[src/rtl/lrc_pkg.sv]
package lrc_pkg;

    localparam int DISP_W_DEF = 5;
    localparam int LINE_W_DEF = 64;

    // stream framing markers travelling beside the data
    typedef struct packed {
        logic valid;
        logic sol;
    } mark_t;

    // which source feeds the output pixel
    typedef enum logic [1:0] {
        PICK_EDGE  = 2'd0,   // reference before line start: keep right value
        PICK_AGREE = 2'd1,   // both estimates agree
        PICK_FILL  = 2'd2    // disagreement: substitute left value
    } pick_e;

    function automatic pick_e choose_source(input logic reachable, input logic agree);
        if (!reachable)
            return PICK_EDGE;
        else if (agree)
            return PICK_AGREE;
        else
            return PICK_FILL;
    endfunction

    function automatic int width_for(input int count);
        return (count <= 2) ? 1 : $clog2(count);
    endfunction

endpackage

[src/rtl/lrc_line_pingpong.sv]
module lrc_line_pingpong
    import lrc_pkg::*;
#(
    parameter int                LANE_W       = 5,
    parameter int                LANES        = 2,
    parameter int                LINE_W       = 64,
    parameter logic [LANES-1:0]  REVERSE_MASK = '0
) (
    input  logic                     clk,
    input  logic                     rst,
    input  mark_t                    in_mark,
    input  logic [LANES*LANE_W-1:0]  in_data,
    output mark_t                    out_mark,
    output logic [LANES*LANE_W-1:0]  out_data
);

    localparam int AW    = width_for(LINE_W);
    localparam int DEPTH = 2 * LINE_W;
    localparam int IW    = width_for(DEPTH);

    logic          wr_bank;
    logic [AW-1:0] wr_ptr;
    logic          seen_any;
    logic          have_prev;

    logic          bank_now;
    logic [AW-1:0] ptr_now;
    logic          prev_now;
    logic [IW-1:0] wr_idx;

    always_comb begin
        bank_now = (in_mark.valid && in_mark.sol) ? ~wr_bank : wr_bank;
        ptr_now  = (in_mark.valid && in_mark.sol) ? '0 : wr_ptr;
        prev_now = (in_mark.valid && in_mark.sol) ? seen_any : have_prev;
        wr_idx   = IW'(ptr_now) + (bank_now ? IW'(LINE_W) : IW'(0));
    end

    always_ff @(posedge clk) begin
        if (rst) begin
            wr_bank   <= 1'b0;
            wr_ptr    <= '0;
            seen_any  <= 1'b0;
            have_prev <= 1'b0;
            out_mark  <= '0;
        end else begin
            out_mark.valid <= in_mark.valid && prev_now;
            out_mark.sol   <= in_mark.valid && in_mark.sol && prev_now;
            if (in_mark.valid) begin
                wr_bank   <= bank_now;
                wr_ptr    <= AW'(ptr_now + 1'b1);
                seen_any  <= 1'b1;
                have_prev <= prev_now;
            end
        end
    end

    for (genvar g = 0; g < LANES; g++) begin : g_lane
        logic [LANE_W-1:0] mem [DEPTH];
        logic [AW-1:0]     rd_ptr;
        logic [IW-1:0]     rd_idx;

        if (REVERSE_MASK[g]) begin : g_rev
            // reading runs downward while writing runs upward
            assign rd_ptr = AW'(LINE_W - 1) - ptr_now;
        end else begin : g_fwd
            assign rd_ptr = ptr_now;
        end

        assign rd_idx = IW'(rd_ptr) + (bank_now ? IW'(0) : IW'(LINE_W));

        always_ff @(posedge clk) begin
            if (in_mark.valid)
                mem[wr_idx] <= in_data[g*LANE_W +: LANE_W];
        end

        always_ff @(posedge clk) begin
            if (rst)
                out_data[g*LANE_W +: LANE_W] <= '0;
            else if (in_mark.valid)
                out_data[g*LANE_W +: LANE_W] <= mem[rd_idx];
        end
    end

endmodule

[src/rtl/lrc_tap_window.sv]
module lrc_tap_window
    import lrc_pkg::*;
#(
    parameter int DISP_W = 5
) (
    input  logic              clk,
    input  logic              rst,
    input  mark_t             in_mark,
    input  logic [DISP_W-1:0] left_disp,
    input  logic [DISP_W-1:0] sel,
    output logic [DISP_W-1:0] tap_val,
    output logic              reachable
);

    localparam int TAPS   = (1 << DISP_W) - 1;
    localparam int POINTS = TAPS + 1;

    logic [DISP_W-1:0] sr   [TAPS];
    logic [DISP_W-1:0] tapv [POINTS];
    logic [DISP_W-1:0] cnt;
    logic [DISP_W-1:0] cnt_now;

    assign tapv[0] = left_disp;
    for (genvar k = 1; k < POINTS; k++) begin : g_tap
        assign tapv[k] = sr[k-1];
    end

    assign cnt_now   = in_mark.sol ? '0 : cnt;
    assign tap_val   = tapv[sel];
    assign reachable = (sel <= cnt_now);

    always_ff @(posedge clk) begin
        if (rst) begin
            cnt <= '0;
        end else if (in_mark.valid) begin
            cnt <= (&cnt_now) ? cnt_now : DISP_W'(cnt_now + 1'b1);
        end
    end

    always_ff @(posedge clk) begin
        if (in_mark.valid) begin
            sr[0] <= left_disp;
            for (int k = 1; k < TAPS; k++)
                sr[k] <= sr[k-1];
        end
    end

endmodule

[src/rtl/lrc_decide.sv]
module lrc_decide
    import lrc_pkg::*;
#(
    parameter int DISP_W = 5
) (
    input  logic              clk,
    input  logic              rst,
    input  mark_t             in_mark,
    input  logic [DISP_W-1:0] right_disp,
    input  logic [DISP_W-1:0] left_disp,
    input  logic [DISP_W-1:0] tap_val,
    input  logic              reachable,
    output mark_t             out_mark,
    output logic [DISP_W-1:0] out_disp
);

    pick_e             pick;
    logic [DISP_W-1:0] chosen;

    always_comb begin
        pick = choose_source(reachable, tap_val == right_disp);
        case (pick)
            PICK_FILL: chosen = left_disp;
            default:   chosen = right_disp;
        endcase
    end

    always_ff @(posedge clk) begin
        if (rst) begin
            out_mark <= '0;
            out_disp <= '0;
        end else begin
            out_mark <= in_mark;
            if (in_mark.valid)
                out_disp <= chosen;
        end
    end

endmodule

[src/rtl/lr_consistency_check.sv]
module lr_consistency_check
    import lrc_pkg::*;
#(
    parameter int DISP_W = DISP_W_DEF,
    parameter int LINE_W = LINE_W_DEF
) (
    input  logic              clk,
    input  logic              rst,
    input  logic              in_valid,
    input  logic              in_sol,
    input  logic [DISP_W-1:0] in_rdisp,
    input  logic [DISP_W-1:0] in_ldisp_mir,
    output logic              out_valid,
    output logic              out_sol,
    output logic [DISP_W-1:0] out_disp
);

    localparam int LANES = 2;   // lane 0: right stream, lane 1: left stream

    mark_t                    in_mark;
    mark_t                    algn_mark;
    mark_t                    dec_mark;
    logic [LANES*DISP_W-1:0]  packed_in;
    logic [LANES*DISP_W-1:0]  packed_out;

    logic                     algn_valid;
    logic [DISP_W-1:0]        algn_r;
    logic [DISP_W-1:0]        algn_l;
    logic [DISP_W-1:0]        tap_val;
    logic                     reachable;

    assign in_mark.valid = in_valid;
    assign in_mark.sol   = in_valid && in_sol;
    assign packed_in     = {in_ldisp_mir, in_rdisp};

    lrc_line_pingpong #(
        .LANE_W       (DISP_W),
        .LANES        (LANES),
        .LINE_W       (LINE_W),
        .REVERSE_MASK (2'b10)
    ) u_lines (
        .clk      (clk),
        .rst      (rst),
        .in_mark  (in_mark),
        .in_data  (packed_in),
        .out_mark (algn_mark),
        .out_data (packed_out)
    );

    assign algn_r     = packed_out[0 +: DISP_W];
    assign algn_l     = packed_out[DISP_W +: DISP_W];
    assign algn_valid = algn_mark.valid;

    lrc_tap_window #(
        .DISP_W (DISP_W)
    ) u_window (
        .clk       (clk),
        .rst       (rst),
        .in_mark   (algn_mark),
        .left_disp (algn_l),
        .sel       (algn_r),
        .tap_val   (tap_val),
        .reachable (reachable)
    );

    lrc_decide #(
        .DISP_W (DISP_W)
    ) u_decide (
        .clk        (clk),
        .rst        (rst),
        .in_mark    (algn_mark),
        .right_disp (algn_r),
        .left_disp  (algn_l),
        .tap_val    (tap_val),
        .reachable  (reachable),
        .out_mark   (dec_mark),
        .out_disp   (out_disp)
    );

    assign out_valid = dec_mark.valid;
    assign out_sol   = dec_mark.sol;

endmodule

[config.mk]
export PLATFORM = sky130hd
export DESIGN_NAME = lr_consistency_check
export DESIGN_NICKNAME = d
export VERILOG_FILES = /design/src/rtl/lrc_pkg.sv /design/src/rtl/lrc_line_pingpong.sv /design/src/rtl/lrc_tap_window.sv /design/src/rtl/lrc_decide.sv /design/src/rtl/lr_consistency_check.sv
export SDC_FILE = /design/constraint.sdc
export NUM_CORES = 2
export LEC_CHECK = 0
export BUFFER_PORTS_ARGS = -buffer_cell sky130_fd_sc_hd__buf_4
export CAP_MARGIN = 0
export CORE_MARGIN = 2
export CORE_UTILIZATION = 50
export DETAILED_ROUTE_END_ITERATION = 7
export PLACE_DENSITY = 0.65
export REMOVE_ABC_BUFFERS = 1
export SLEW_MARGIN = 5
export SYNTH_ARGS = -nofsm -noshare
export SYNTH_HDL_FRONTEND = slang
export SYNTH_HIERARCHICAL = 1
export SYNTH_SLANG_ARGS = --single-unit
[constraint.sdc]
create_clock -name clk -period 9.6 [get_ports clk]
set_input_delay 1.92 -clock clk [delete_from_list [all_inputs] [get_ports clk]]
set_output_delay 1.92 -clock clk [all_outputs]
set_load 0.02 [all_outputs]
Word-level counts from Yosys, hierarchy flattened
Memory sizes are Yosys's and may differ from the RTL's. A register that Yosys moved wholly into a read port is not among the register bits.
Cells that the tools add are included.
- input bits: 14
- latch bits: 0
- word-level logic and storage cells: 47
- memory bits (read-only): 0
- bits in registers: 23
- memories: 3
- memory bits (writable): 1435
- memories (name ; words ; width ; rd ports ; clocked after memory_dff ; wr ports ; RTL line ; RTL):
    u_lines.g_lane[0].mem ; 128 ; 5 ; 1 ; 1 ; 1 ; lrc_line_pingpong.sv:58 ; logic [LANE_W-1:0] mem [DEPTH];
    u_lines.g_lane[1].mem ; 128 ; 5 ; 1 ; 1 ; 1 ; lrc_line_pingpong.sv:58 ;
    u_window.sr ; 31 ; 5 ; 31 ; 0 ; 31 ; lrc_tap_window.sv:18 ; logic [DISP_W-1:0] sr [TAPS];
- multipliers: 0
- reduce and logical (&&, ||, !) cells: 5
- div/mod/pow operators: 0
- add/sub/neg operators: 6
- eq/ne operators: 2
- bitwise logic cells: 2
- magnitude comparators: 2
- muxes and demuxes: 17
- shift operators: 0
- operators by type and width (cell ; number):
    $bmux 5 s5 ; 1
    $mux 5 ; 5
    $add 6x7->7 ; 3
    $mux 7 ; 2
    $add 6x1->6 const B ; 1
    $ge 6x6->1 const B ; 1
    $mux 1 ; 6
    $mux 6 ; 1
    $not 5->6 ; 1
    $sub 6x6->6 const A ; 1
    $add 5x1->5 const B ; 1
    $eq 5x5->1 ; 1
    $le 5x5->1 ; 1
    $reduce_and 5->1 ; 1
    $logic_and 1x1->1 ; 4
    $mux 2 ; 2
    $eq 2x2->1 const B ; 1
    $not 1->1 ; 1

Depth between registers and ports, before layout
- word-level depth: 9
- mapped depth: 13
- mapped depth without buffers: 11

Cells and area by module
The synthesis kept the hierarchy.
- modules (own cells, without submodules) (module ; instances ; cells an instance ; seq. area each (sq um) ; area an instance (sq um)):
    lrc_line_pingpong ; 1 ; 3059 ; 38857.3 ; 50801.2
    lrc_tap_window ; 1 ; 269 ; 4754.6 ; 6267.3
    lrc_decide ; 1 ; 48 ; 140.1 ; 426.7
    lr_consistency_check ; 1 ; 1 ; 0.0 ; 6.3

Worst setup path after synthesis
No wires, ideal clock.
- kind: reg2reg
- from: reg u_lines/out_mark[1] (netlist name)
- to: reg u_decide.out_disp[2]
- setup slack: 4.837 ns
- buffers on the path: 2
- arrival: 4.647 ns
- stages on the path, launching flop included: 5
- path through: dfxtp_1 clkbuf_1 clkbuf_1 a31oi_1 o211a_1
- RTL lines (item ; RTL line ; RTL):
    start, declared ; lrc_line_pingpong.sv:13 ; output mark_t out_mark,
    end signal, assigned ; lrc_decide.sv:35 ; out_disp <= chosen;
    end, declared ; lrc_decide.sv:14 ; output logic [DISP_W-1:0] out_disp

==> impl_results.md <==
* FMAX at 149 MHz
* Worst-path clk slew at 0.06 ns
* Row cnt at 124
* Critical Path RT at 10.20 ns
* Crit. End Element: flip-flop
* Worst slew pin tran at 1.51 ns
* Post-CTS Setup Bufs at 0
* Synth unique cells at 84
* Pleak at 0.0204 uW
* Critical path data arrival time at 7.32 ns
* Post-Synthesis Cell Area at 57500 sq um
* CP max-delay cell: o31ai_1
* Largest family of logic cells by synthesized area: compound AO/OA/AOI/OAI gates
* HP Class: reg -> reg
* Initial antenna violation count at 20
* CTS root buf: clkbuf_16
* Adder-Cell Fraction of Synth Area at 0.152%
* I/O pins at 21
* GRT Total Usage at 31.4%
* Syn_area_per_cell at 17.0 sq um
* Avg Vias per Cell at 6.95
* Largest stage delay, worst path at 1.23 ns
* Post-synth EDFFs at 1435
* R2R Setup Slk at 4.28 ns
* Hold Vio Cnt, Final at 0
* CP Launch Type: input port
* First-pass GRT wire length at 257000 um
* Final setup skew at 0.0500 ns
* DRC viols at 116
* TritonCTS Buffers at 149
* Number of fillers in the final layout at 8796
* H-tree depth at 4
* Synth Instances at 3377
* Layout Area Growth over Synthesis at 11.7%
* Critical path type: in -> reg
* Iter 0 DRT Violations at 6381
* Clk_lat worst skew at 0.78 ns
* Final instance area at 64200 sq um
* Xor and xnor fraction of the mapped netlist area at 0.107%
* Vias in the first global route at 33200
* Max Cap Viol at 2
* Internal at 10500 uW
* Synth Area in Simple Gates at 4.82%
* Final Power at 13500 uW
* Slew Limit Fails at 2
* Dpl cell area at 59400 sq um
* Seq/Total Area, Yosys at 76.1%
* Asr flop ratio synth at 0%
* Clock Sinks at 1468
* Layout cell share with drive strength beyond 1 at 14.1%
* # port buffers at 20
* Cts hold-fix bufs at 0
* Pin count of the biggest net entering global routing at 96
* Complex-gate fraction of the synthesized area at 8.60%
* Vias at 35400
* Rel. slew slack at -1.51%
* Die Height at 343 um
* Total gr overflow at 0
* Post-synthesis mux area share at 8.29%
* Power per cell area at 210 nW/um^2
* Layout net count at 3467
* Unrepaired setup endpoints after global routing: no
* Post-cts resize count at 0
* Net Sw Frac at 22.5%
* Final setup fails at 0
* Final period util at 70.0%
* CP Max Fanout at 49
* Clock network fraction of design power at 41.8%
* TritonCTS clock tree: done
* Synth warn at 6
* Failing checks: design-rule violations, max-capacitance violations, max-slew violations
* Die X at 343 um
* Final min period at 6.72 ns
* Drt wl/cell at 36.4 um
* DRT Pass-1 Iters at 8
* Core Area at 114000 sq um
* Placed wire-length estimate at 112000 um
* Status: finished with violations
* Gpl congestion at 1.02
* Ordered list of cells on the worst path: buf_4, and2_1, nand2_2, buf_12, nand2_4, buf_4, o22ai_1, nor3_1, o22ai_1, o31ai_1, a41oi_1
* Initial core utilization at 50.4%
* Synth Register Bits at 1468
* Die area at 118000 sq um
* Synth Flop Type: edfxtp_1
* Comb pwr share at 5.8%
* P_sw at 3040 uW
* Max clock buf depth at 3
* Peak supply drop at 0.177 mV
* Flop pwr share at 52.4%
* Total Wirelength at 185000 um
* Post-route ant nets at 0
stage by stage:
step,hold WS [ns],TNS (ns),setup slack [ns],std cells,util (%)
4_1_cts,0.410,0,3.55,5078,56.2
2_1_floorplan,0.421,-1636.00,-5.53,3167,-
3_5_place_dp,0.428,0,2.78,4806,52.1
6_report,0.409,0,2.88,5087,56.2
3_3_place_gp,0.423,0,2.84,4806,52.1
5_1_grt,0.435,0,2.98,5082,56.2
cell usage after synthesis, drive strengths merged, types with 20 or more instances:
| cell | number | area share, % |
|---|---|---|
| a22oi | 95 | 1.2 |
| a32oi | 24 | 0.37 |
| a211oi | 20 | 0.26 |
| clkbuf | 75 | 0.49 |
| dfxtp | 33 | 1.1 |
| o21ai | 42 | 0.37 |
| o22a | 27 | 0.41 |
| nand2 | 172 | 1.1 |
| nor4 | 25 | 0.30 |
| mux4 | 58 | 2.3 |
| a222oi | 28 | 0.49 |
| buf | 135 | 1.4 |
| mux2i | 276 | 4.8 |
| o22ai | 68 | 0.74 |
| nor2 | 216 | 1.4 |
| nor3 | 65 | 0.58 |
| edfxtp | 1435 | 75 |
| a31oi | 40 | 0.44 |
| mux2 | 62 | 1.2 |
| a221oi | 39 | 0.59 |
| a22o | 29 | 0.44 |
| a21oi | 118 | 1.0 |
| nand3 | 37 | 0.33 |
path summary, 6_finish.rpt:
| kind | end | depth (start not counted) | start |
|---|---|---|---|
| worst max-delay path | u_lines/out_data[9] | 11 | in_valid |
| worst min-delay path | u_window/sr[1][38] | 0 | u_window/sr[1][33] |
| worst max register to register | u_lines/out_data[0] | 9 | u_lines/wr_ptr[0] |
| worst min register to register | u_window/sr[1][38] | 0 | u_window/sr[1][33] |
layout make-up:
class                   instances  area [sq um]  share of cell area, %
flip-flops and latches       1468         43800                   68.2
multi-input cells            1690         12800                   19.9
clock buffers                 200          4070                   6.33
clock inverters                72           671                   1.04
repair buffers                128           998                   1.56
well taps                    1512          1890                   2.95
inverters                       9          33.8                 0.0526
diodes                          8          20.0                 0.0312
power by group through the flow:
stage	clock [uW]	combinational (uW)	sequential (uW)
detailed placement	0	750	7210
floorplan	0	399	7240
global route	5960	797	7070
CTS	5690	752	7070
global placement	0	743	7210
finish	5640	787	7080
logic make-up after synthesis:
family,Yosys count
XOR/XNOR,7
buffers and inverters,219
adder cells (fa/ha/maj),7
flip-flops,1468
AO/OA/AOI/OAI,676
AND/OR/NAND/NOR,604
multiplexers,396
critical path: cells and delay by family:
kind / cells / cell delay [ns]
AO/OA/AOI/OAI: 4 / 1.78
buffers and inverters: 3 / 1.34
AND/OR/NAND/NOR: 4 / 2.15
sequential cells by signal, summed over array words and instances, names as in the netlist:
| register | count |
|---|---|
| u_window/sr | 155 |
| u_lines/have_prev | 1 |
| u_lines/wr_bank | 1 |
| u_window/cnt | 5 |
| u_decide/out_disp | 5 |
| u_lines/out_mark | 2 |
| u_lines/wr_ptr | 6 |
| u_lines/out_data | 10 |
| u_lines/g_lane.mem | 1280 |
| u_decide/out_mark | 2 |
| u_lines/seen_any | 1 |
metal layers:
layer / track usage, % / vias up / routed length (um)
li1: - / 13900 / -
met1: 41.0 / 17800 / 66200
met2: 44.7 / 2933 / 79100
met3: 13.0 / 708 / 27900
met4: 16.6 / 18 / 11900
met5: 1.32 / - / 252
layout by cell type, fill, tap and decap left out, types with 12 or more instances in the layout:
cell       Yosys  final
a31oi_1       40     40
mux2_2        61     61
nand4_1       13     13
a211oi_1      20     20
nand2_1      171    164
a32o_1        12     12
clkbuf_16      0    154
nor2b_1       15     14
a32oi_1       24     24
clkbuf_1      75     42
a222oi_1      28     28
nor3_1        63     61
dfxtp_1       33     27
a22o_1        29     29
buf_4         24    125
clkinv_1       4     30
o22a_1        27     27
a21oi_1      118    118
nor2_1       212    208
nand3_1       36     34
mux4_2        58     58
edfxtp_1    1435   1435
clkinv_2       0     23
and3_1        15     15
o22ai_1       68     68
o221ai_1      15     15
o21ai_0       41     41
mux2i_1      276    276
o2bb2ai_1     14     14
a22oi_1       95     95
nor4_1        24     24
a221oi_1      39     39
(Power assumes the default switching activity.)
